==> config.mk <==
export PLATFORM = sky130hd
export DESIGN_NAME = fld_access
export DESIGN_NICKNAME = d
export VERILOG_FILES = /design/src/rtl/fld_pkg.sv /design/src/rtl/fld_attr_sel.sv /design/src/rtl/fld_extract.sv /design/src/rtl/fld_insert.sv /design/src/rtl/fld_seq.sv /design/src/rtl/fld_access.sv
export SDC_FILE = /design/constraint.sdc
export NUM_CORES = 1
export LEC_CHECK = 0
export BUFFER_PORTS_ARGS = -buffer_cell sky130_fd_sc_hd__buf_2
export CAP_MARGIN = 20
export CORE_ASPECT_RATIO = 1.4
export CORE_MARGIN = 2
export CORE_UTILIZATION = 40
export CTS_CLUSTER_SIZE = 40
export DETAILED_ROUTE_END_ITERATION = 7
export PLACE_DENSITY = 0.61
export SYNTH_ARGS = -nofsm -noshare
export SYNTH_HDL_FRONTEND = slang
export SYNTH_SLANG_ARGS = --single-unit
==> constraint.sdc <==
create_clock -name clk -period 4.95 [get_ports clk]
set_input_delay 0.7425 -clock clk [delete_from_list [all_inputs] [get_ports clk]]
set_output_delay 0.7425 -clock clk [all_outputs]
set_load 0.03 [all_outputs]
==> src/rtl/fld_pkg.sv <==
`timescale 1ns/1ps
package fld_pkg;
  localparam int unsigned LW   = 32;
  localparam int unsigned OFFW = 5;
  localparam int unsigned SZW  = 6;

  typedef struct packed {
    logic [SZW-1:0] size;
    logic           sext;
  } fld_attr_t;

  typedef enum logic [2:0] {
    ST_IDLE,
    ST_RD0,
    ST_WT0,
    ST_RD1,
    ST_WT1,
    ST_WR0,
    ST_WR1
  } seq_state_t;

  // ones in bit positions below size
  function automatic logic [LW-1:0] low_mask(input logic [SZW-1:0] size);
    logic [LW-1:0] m;
    for (int i = 0; i < int'(LW); i++) begin
      m[i] = (i < int'(size));
    end
    return m;
  endfunction
endpackage

==> src/rtl/fld_attr_sel.sv <==
`timescale 1ns/1ps
module fld_attr_sel import fld_pkg::*; #(
  parameter int NF  = 2,
  parameter int SCW = 5,
  localparam int SELW = (NF > 1) ? $clog2(NF) : 1
) (
  input  logic [NF-1:0][SCW-1:0] size_code,
  input  logic [NF-1:0]          ext_en,
  input  logic [SELW-1:0]        sel,
  input  logic                   byte_mode,
  output fld_attr_t              attr
);
  logic [NF-1:0][SZW-1:0] dec_size;

  for (genvar f = 0; f < NF; f++) begin : g_fld
    assign dec_size[f] = (size_code[f] == '0) ? SZW'(LW) : SZW'(size_code[f]);
  end

  always_comb begin
    attr.size = dec_size[0];
    attr.sext = ext_en[0];
    for (int f = 1; f < NF; f++) begin
      if (sel == SELW'(f)) begin
        attr.size = dec_size[f];
        attr.sext = ext_en[f];
      end
    end
    if (byte_mode) begin
      attr.size = SZW'(8);
    end
  end
endmodule

==> src/rtl/fld_extract.sv <==
`timescale 1ns/1ps
module fld_extract import fld_pkg::*; (
  input  logic [LW-1:0]   word_lo,
  input  logic [LW-1:0]   word_hi,
  input  logic [OFFW-1:0] off,
  input  fld_attr_t       attr,
  output logic [LW-1:0]   result
);
  logic [2*LW-1:0] cat;
  logic [LW-1:0]   m;
  logic [LW-1:0]   top_bit;
  logic [LW-1:0]   raw;
  logic            fill;

  always_comb begin
    cat     = {word_hi, word_lo};
    m       = low_mask(attr.size);
    top_bit = m & ~(m >> 1);
    raw     = LW'(cat >> off) & m;
    fill    = attr.sext && (|(raw & top_bit));
    result  = raw | (fill ? ~m : '0);
  end
endmodule

==> src/rtl/fld_insert.sv <==
`timescale 1ns/1ps
module fld_insert import fld_pkg::*; (
  input  logic [LW-1:0]   word_lo,
  input  logic [LW-1:0]   word_hi,
  input  logic [OFFW-1:0] off,
  input  fld_attr_t       attr,
  input  logic [LW-1:0]   wdata,
  output logic [LW-1:0]   new_lo,
  output logic [LW-1:0]   new_hi
);
  logic [LW-1:0]   m;
  logic [2*LW-1:0] place_mask;
  logic [2*LW-1:0] place_data;
  logic [2*LW-1:0] merged;

  always_comb begin
    m          = low_mask(attr.size);
    place_mask = {{LW{1'b0}}, m} << off;
    place_data = {{LW{1'b0}}, wdata & m} << off;
    merged     = ({word_hi, word_lo} & ~place_mask) | place_data;
    new_lo     = merged[LW-1:0];
    new_hi     = merged[2*LW-1:LW];
  end
endmodule

==> src/rtl/fld_seq.sv <==
`timescale 1ns/1ps
module fld_seq import fld_pkg::*; #(
  parameter int WAW = 27
) (
  input  logic            clk,
  input  logic            rst_n,
  input  logic            req_valid,
  output logic            req_ready,
  input  logic            req_write,
  input  logic [WAW-1:0]  req_waddr,
  input  logic [OFFW-1:0] req_off,
  input  fld_attr_t       req_attr,
  input  logic [LW-1:0]   req_wdata,
  output logic            cmd_valid,
  input  logic            cmd_ready,
  output logic            cmd_we,
  output logic [WAW-1:0]  cmd_addr,
  output logic [LW-1:0]   cmd_wdata,
  input  logic            rsp_valid,
  input  logic [LW-1:0]   rsp_data,
  input  logic [LW-1:0]   new_lo,
  input  logic [LW-1:0]   new_hi,
  output logic            done,
  output logic [OFFW-1:0] cur_off,
  output fld_attr_t       cur_attr,
  output logic [LW-1:0]   cur_wdata,
  output logic [LW-1:0]   word_lo,
  output logic [LW-1:0]   word_hi
);
  seq_state_t     state;
  logic [WAW-1:0] waddr;
  logic           wr;
  logic           span;

  assign span = ({2'b00, cur_off} + {1'b0, cur_attr.size}) > 7'd32;

  always_ff @(posedge clk or negedge rst_n) begin
    if (!rst_n) begin
      state     <= ST_IDLE;
      done      <= 1'b0;
      waddr     <= '0;
      wr        <= 1'b0;
      cur_off   <= '0;
      cur_attr  <= '0;
      cur_wdata <= '0;
      word_lo   <= '0;
      word_hi   <= '0;
    end else begin
      done <= 1'b0;
      unique case (state)
        ST_IDLE: begin
          if (req_valid) begin
            waddr     <= req_waddr;
            wr        <= req_write;
            cur_off   <= req_off;
            cur_attr  <= req_attr;
            cur_wdata <= req_wdata;
            state     <= ST_RD0;
          end
        end
        ST_RD0: if (cmd_ready) state <= ST_WT0;
        ST_WT0: begin
          if (rsp_valid) begin
            word_lo <= rsp_data;
            if (span) begin
              state <= ST_RD1;
            end else if (wr) begin
              state <= ST_WR0;
            end else begin
              state <= ST_IDLE;
              done  <= 1'b1;
            end
          end
        end
        ST_RD1: if (cmd_ready) state <= ST_WT1;
        ST_WT1: begin
          if (rsp_valid) begin
            word_hi <= rsp_data;
            if (wr) begin
              state <= ST_WR0;
            end else begin
              state <= ST_IDLE;
              done  <= 1'b1;
            end
          end
        end
        ST_WR0: begin
          if (cmd_ready) begin
            if (span) begin
              state <= ST_WR1;
            end else begin
              state <= ST_IDLE;
              done  <= 1'b1;
            end
          end
        end
        ST_WR1: begin
          if (cmd_ready) begin
            state <= ST_IDLE;
            done  <= 1'b1;
          end
        end
        default: state <= ST_IDLE;
      endcase
    end
  end

  always_comb begin
    req_ready = (state == ST_IDLE);
    cmd_valid = (state == ST_RD0) || (state == ST_RD1) ||
                (state == ST_WR0) || (state == ST_WR1);
    cmd_we    = (state == ST_WR0) || (state == ST_WR1);
    cmd_addr  = ((state == ST_RD1) || (state == ST_WR1)) ? (waddr + WAW'(1)) : waddr;
    cmd_wdata = (state == ST_WR1) ? new_hi : new_lo;
  end
endmodule

==> src/rtl/fld_access.sv <==
`timescale 1ns/1ps
module fld_access import fld_pkg::*; #(
  parameter int ADDR_W = 32,
  localparam int WAW = ADDR_W - OFFW
) (
  input  logic              clk,
  input  logic              rst_n,
  input  logic [OFFW-1:0]   fs0,
  input  logic              fe0,
  input  logic [OFFW-1:0]   fs1,
  input  logic              fe1,
  input  logic              req_valid,
  output logic              req_ready,
  input  logic              req_write,
  input  logic              req_sel,
  input  logic              req_byte,
  input  logic [ADDR_W-1:0] req_addr,
  input  logic [LW-1:0]     req_wdata,
  output logic              done,
  output logic [LW-1:0]     rd_data,
  output logic              mem_cmd_valid,
  input  logic              mem_cmd_ready,
  output logic              mem_cmd_we,
  output logic [WAW-1:0]    mem_cmd_addr,
  output logic [LW-1:0]     mem_cmd_wdata,
  input  logic              mem_rsp_valid,
  input  logic [LW-1:0]     mem_rsp_data
);
  fld_attr_t       sel_attr;
  fld_attr_t       cur_attr;
  logic [OFFW-1:0] cur_off;
  logic [LW-1:0]   cur_wdata;
  logic [LW-1:0]   word_lo;
  logic [LW-1:0]   word_hi;
  logic [LW-1:0]   new_lo;
  logic [LW-1:0]   new_hi;

  fld_attr_sel #(.NF(2), .SCW(OFFW)) u_attr (
    .size_code ({fs1, fs0}),
    .ext_en    ({fe1, fe0}),
    .sel       (req_sel),
    .byte_mode (req_byte),
    .attr      (sel_attr)
  );

  fld_seq #(.WAW(WAW)) u_seq (
    .clk       (clk),
    .rst_n     (rst_n),
    .req_valid (req_valid),
    .req_ready (req_ready),
    .req_write (req_write),
    .req_waddr (req_addr[ADDR_W-1:OFFW]),
    .req_off   (req_addr[OFFW-1:0]),
    .req_attr  (sel_attr),
    .req_wdata (req_wdata),
    .cmd_valid (mem_cmd_valid),
    .cmd_ready (mem_cmd_ready),
    .cmd_we    (mem_cmd_we),
    .cmd_addr  (mem_cmd_addr),
    .cmd_wdata (mem_cmd_wdata),
    .rsp_valid (mem_rsp_valid),
    .rsp_data  (mem_rsp_data),
    .new_lo    (new_lo),
    .new_hi    (new_hi),
    .done      (done),
    .cur_off   (cur_off),
    .cur_attr  (cur_attr),
    .cur_wdata (cur_wdata),
    .word_lo   (word_lo),
    .word_hi   (word_hi)
  );

  fld_extract u_ext (
    .word_lo (word_lo),
    .word_hi (word_hi),
    .off     (cur_off),
    .attr    (cur_attr),
    .result  (rd_data)
  );

  fld_insert u_ins (
    .word_lo (word_lo),
    .word_hi (word_hi),
    .off     (cur_off),
    .attr    (cur_attr),
    .wdata   (cur_wdata),
    .new_lo  (new_lo),
    .new_hi  (new_hi)
  );
endmodule

## After elaboration in Yosys (flattened, before gate mapping)

Index checks and enable logic that the tools add are counted.

| operators by class | value |
|---|---|
| $lt $le $gt $ge | 33 |
| shifts and indexed selects | 3 |
| $add $sub $neg | 2 |
| reductions and logical operators | 14 |
| bitwise logic cells | 10 |
| eq/ne operators | 13 |
| muxes and demuxes | 26 |

Operators by type and width:

| kind | number |
|---|---|
| 32-bit AND | 4 |
| 32-bit by 5-bit << shifter with 64-bit output | 2 |
| 5-bit by 6-bit < comparator with 1-bit output, first input constant | 16 |
| 64-bit AND | 1 |
| 32-bit 2-to-1 mux | 2 |
| 64-bit NOT | 1 |
| 64-bit bitwise OR | 1 |
| 64-bit by 5-bit right shift with 32-bit output | 1 |
| 4-bit by 6-bit < comparator with 1-bit output, first input constant | 8 |
| 31-bit NOT with 32-bit output | 1 |
| 32-bit NOT | 1 |
| 32-bit bitwise OR | 1 |
| 32-bit OR reduction | 1 |
| 3-bit 2-to-1 mux | 10 |
| 27-bit by 1-bit adder with 27-bit output, second input constant | 1 |
| 27-bit 2-to-1 mux | 1 |
| 3-bit by 6-bit < comparator with 1-bit output, first input constant | 4 |
| 3-bit case mux with 7 select lines | 1 |
| 6-bit 2-to-1 mux | 3 |
| 2-bit inequality test, second input constant | 7 |
| 1-bit by 6-bit < comparator with 1-bit output, first input constant | 2 |
| 2-bit by 6-bit < comparator with 1-bit output, first input constant | 2 |
| 5-bit zero test | 2 |
| 3-bit equality test, second input constant | 3 |
| other kinds (12) | 25 |

| word-level totals | value |
|---|---|
| logic and storage cells | 111 |
| register bits | 140 |
| input bits | 116 |
| output and inout bits | 95 |

## Longest topological paths before layout

| logic depth | value |
|---|---|
| word-level depth | 8 |
| depth in mapped cells | 17 |

## Modules after synthesis

A second synthesis with hierarchy kept.

| second synthesis, totals | value |
|---|---|
| cells, all modules | 2,084 |
| area, all modules | 18,186.2 µm² |

Modules (own cells, without submodules):

| module | area an instance (µm²) | times used | cells each |
|---|---|---|---|
| fld_seq | 6,557.5 | 1 | 480 |
| fld_extract | 5,866.9 | 1 | 730 |
| fld_insert | 5,635.4 | 1 | 857 |
| fld_attr_sel | 126.4 | 1 | 17 |

## Least setup slack after synthesis

OpenSTA, ideal clock, no wires.

| timing path | value |
|---|---|
| path kind | register to output |
| start point | reg u_seq.cur_off[0] |
| end point | out mem_cmd_wdata[13] |
| stages on the path, launching flop included | 16 |
| arrival time | 3,382 ps |
| required time | 4,208 ps |
| setup slack | 826 ps |
| cells stage by stage | dfrtp_1 buf_6 buf_6 buf_6 buf_6 buf_6 buf_6 buf_2 buf_4 nand2_1 o22ai_1 nor2_1 o32ai_1 o21ai_0 o211a_1 a211oi_1 |

| between the ends | value |
|---|---|
| longest elaborated chain between the ends | 5 |
| elaborated cells on any way between the ends | 6 |
| classes of those cells | 2 x shift; 1 x mux; 3 x bitwise |

Ends and longest elaborated chain:

| element | RTL line | source |
|---|---|---|
| start, declared | fld_seq.sv:24 | `output logic [OFFW-1:0] cur_off,` |
| start signal, assigned | fld_seq.sv:55 | `cur_off <= req_off;` |
| 32-bit by 5-bit << shifter with 64-bit output | fld_insert.sv:18 | `place_mask = {{LW{1'b0}}, m} << off;` |
| 64-bit NOT | fld_insert.sv:20 | `merged = ({word_hi, word_lo} & ~place_mask) \| place_data;` |
| 64-bit AND | fld_insert.sv:20 |  |
| 64-bit bitwise OR (*) | fld_insert.sv:20 |  |
| 32-bit 2-to-1 mux (*) | fld_seq.sv:114 | `cmd_wdata = (state == ST_WR1) ? new_hi : new_lo;` |
| end, declared | fld_access.sv:25 | `output logic [LW-1:0] mem_cmd_wdata,` |

Mark *: on every way between the ends. The rest lies on a longest branch, timed or not.

## Final worst setup path

| timing path | value |
|---|---|
| start point | reg u_seq.cur_attr[4] (netlist name) |
| end point | out mem_cmd_wdata[23] |

| between the ends | value |
|---|---|
| longest elaborated chain between the ends | 6 |
| elaborated cells on any way between the ends | 39 |
| classes of those cells | 32 x order compare; 2 x shift; 1 x mux; 4 x bitwise |

Ends and longest elaborated chain:

| element | RTL line | source |
|---|---|---|
| 1-bit by 6-bit < comparator with 1-bit output, or another cell as far along | fld_pkg.sv:26 | `m[i] = (i < int'(size));` |
| 32-bit by 5-bit << shifter with 64-bit output | fld_insert.sv:18 |  |
| 64-bit NOT | fld_insert.sv:20 |  |
| 64-bit AND | fld_insert.sv:20 |  |
| 64-bit bitwise OR (*) | fld_insert.sv:20 |  |
| 32-bit 2-to-1 mux (*) | fld_seq.sv:114 |  |

Marked as above.

==> impl_metrics.csv <==
group,metric,value,unit
detailed_routing,ant_nets,0,
critical_path,r2r_start,"u_seq.cur_off[0]",
cts,htreeDepth,4,
critical_path,critPathKind,"reg -> out",
timing,finalCritPeriodShare,99.3,%
cts,cts_tree,"done",
floorplan,initial_core_util,40.4,%
synth,synth_top_family_by_area,"multiplexers",
critical_path,crit_family,"compound AO/OA/AOI/OAI gates",
timing,final_hold_viol_count,0,
synth,synthCells,2097,
timing,setup_viol,0,
synth,synth_ff_type,"dfrtp_1",
synth,ys_ff_latch,140,
cts,cts_buffer_depth,2,
placement,dp_hpwl,78500,um
floorplan,coreArea,42000,um^2
synth,yosysSeqAreaShare,20.7,%
critical_path,cp-start-kind,"register",
hold_path,worstHoldPathType,"in -> async",
global_route,antenna_found_initial,7,
synth,synth_edf_count,0,
cts,clk_pin_slew,70,ps
timing,tightest_slew,1120,ps
floorplan,io_pins,211,
global_route,grt_pass1_vias,19081,
global_route,grt_pass1_wl,140000,um
critical_path,end_kind,"primary output",
synth,synthAdderAreaFrac,0.561,%
synth,synth.net_count,2220,
synth,synth.area.top_cells,"dfrtp_1 (21%), mux4_2 (10%), mux2i_1 (8.1%)",
cts,numCtsBuffers,17,
layout,drive_above_1_share,29.7,%
synth,synthMuxAreaShare,26.3,%
synth,netlist_top_cells_count,"nand2_1 (361), dfrtp_1 (140), mux2i_1 (137), o21ai_0 (125)",
critical_path,critPathBufInv,2,
timing,drv_slew,0,
cts,clock-sinks,140,
critical_path,cpMaxStageDelayCell,"a21oi_1",
detailed_routing,drt_iter0_drc,3020,
job,drv_cap,0,
timing,fin_crit,4910,ps
synth,yosysUniqueCellTypes,86,
critical_path,reg2reg_slack,1270,ps
synth,synth_most_common_cell,"nand2_1",
synth,async_flop_share,100,%
critical_path,worstPathRequired,4210,ps
timing,tns,0,ps
detailed_routing,drt-vias-per-instance,6.99,
critical_path,cp_cell_sequence,"buf_12 -> a21oi_1 -> nor3b_1 -> a31o_2 -> mux2_2 -> a21oi_1 -> a21oi_1 -> a211oi_1 -> o22ai_1 -> buf_2",
timing,slew_headroom,25.6,%
synth,syn_area_per_cell,8.08,um^2
synth,synth_compound_area_share,25.5,%
timing,fmax,203,MHz
floorplan,fp.dieW,178,um
synth,yosys_warnings,0,
floorplan,die_h,248,um
critical_path,arrival,4170,ps
cts,clock_tree.root_cell,"clkbuf_16",
global_route,globalRouteTotalUtil,45.0,%
placement,io_buffers,210,
detailed_routing,dr.pass1.iters,7,
synth,synth_top_area_cell,"dfrtp_1",
critical_path,cp_max_fo,36,
critical_path,cpPeakStageDelay,890,ps
global_route,gr-total-overflow,0,
timing,skew,15.4,ps
synth,yosys.area_share.xor_xnor,1.60,%
floorplan,rows,89,
critical_path,startpoint,"u_seq.cur_attr[4]",
detailed_routing,vias,20243,
synth,yosysTopAreaCellShare,20.7,%
placement,gp_congestion,1.11,
global_route,grt_max_degree,86,
cts,clkLatencyLatePin,480,ps
layout,layout.nets,2452,
outcome,status,"finished clean",
detailed_routing,routed_wl,101000,um
critical_path,critPathMostFrequentCell,"a21oi_1",
floorplan,dieArea,44100,um^2
layout,syn_to_final_growth,19.2,%
detailed_routing,drc,0,
detailed_routing,post_drt_wl_per_cell,34.7,um
timing,rsz0062_at_grt,"false",
synth,syn-cell-area,16900,um^2
synth,yosys.area_share.simple,19.0,%
flip-flops by register name, summed over array words and instances (netlist names):
| register | flops |
|---|---|
| u_seq.wr | 1 |
| u_seq.done | 1 |
| u_seq.cur_attr | 7 |
| u_seq.state | 3 |
| u_seq.waddr | 27 |
| u_seq.cur_off | 5 |
| u_seq.word_lo | 32 |
| u_seq.cur_wdata | 32 |
| u_seq.word_hi | 32 |
stage by stage:
step	util, %	area, um^2	setup slack [ps]	hold slack (ps)	cells
6_report	48.1	20200	36.0	221	2896
5_1_grt	48.1	20200	9.16	269	2893
4_1_cts	47.8	20100	36.2	246	2884
3_5_place_dp	46.2	19400	404	464	2846
3_3_place_gp	46.2	19400	472	463	2844
2_1_floorplan	-	16900	826	436	2097
logic make-up (layout without fill, tap and decap cells):
kind of cell / count (synthesis) / in the layout
AND/OR/NAND/NOR: 712 / 712
AO/OA/AOI/OAI: 627 / 627
multiplexers: 335 / 335
buffers and inverters: 245 / 490
flip-flops: 140 / 140
XOR/XNOR: 31 / 31
adder cells (fa/ha/maj): 7 / 7
other: 0 / 8
worst reg2reg max path, delay by kind of cell, from the launching register on:
family                   cells  cell delay (ps)
multiplexers                 1              280
flip-flops                   1              520
AO/OA/AOI/OAI                3              630
buffers and inverters        4              670
adder cells (fa/ha/maj)      2              700
AND/OR/NAND/NOR              2              610
XOR/XNOR                     1              140
final timing paths:
kind	to	cells past startpoint
hold / removal	u_seq.word_hi[8]	1
setup reg to reg	u_seq.state[2]	13
max in group asynchronous	u_seq.word_hi[10]	2
min in group clk	u_seq.wr	3
hold reg to reg	u_seq.cur_wdata[6]	2
setup / recovery	mem_cmd_wdata[23]	10
cells in the final DEF, fill, tap and decap left out, types with 19 or more instances in the layout:
cell,instances
dfrtp_1,133
a21oi_1,109
nor3_1,40
o211ai_1,31
buf_4,197
mux2i_1,134
o31ai_1,21
o22ai_1,26
nor2_1,106
and3_1,26
a31oi_1,41
a211oi_1,41
nand3_1,64
buf_2,209
mux2_2,116
mux4_2,76
o21ai_0,125
inv_1,33
a22oi_1,29
xnor2_1,19
nand2_1,360
per-layer routing:
layer / track usage (%) / share of wire (%)
met5: 0 / 0.015
met4: 40.0 / 11
met3: 10.4 / 9.4
met2: 70.2 / 44
met1: 51.2 / 35
area by class of cell:
type / count / area, um^2
Tap cell: 546 / 683
Multi-Input combinational cell: 1712 / 12400
Inverter: 36 / 138
Sequential cell: 140 / 3520
Clock buffer: 17 / 425
Timing Repair Buffer: 422 / 2790
Antenna cell: 8 / 20.0
Fill cell: 4219 / 21800
Clock inverter: 15 / 195
what timing repair did:
action,in CTS,in global routing
resized for setup,1,16
hold buffers,0,0
setup endpoints to repair,31,48
setup buffers,6,4
pin swaps,0,1
Power is left out: the tool's default activity adds up to more than one toggle a clock period on the data nets, which glitch-free logic cannot reach.
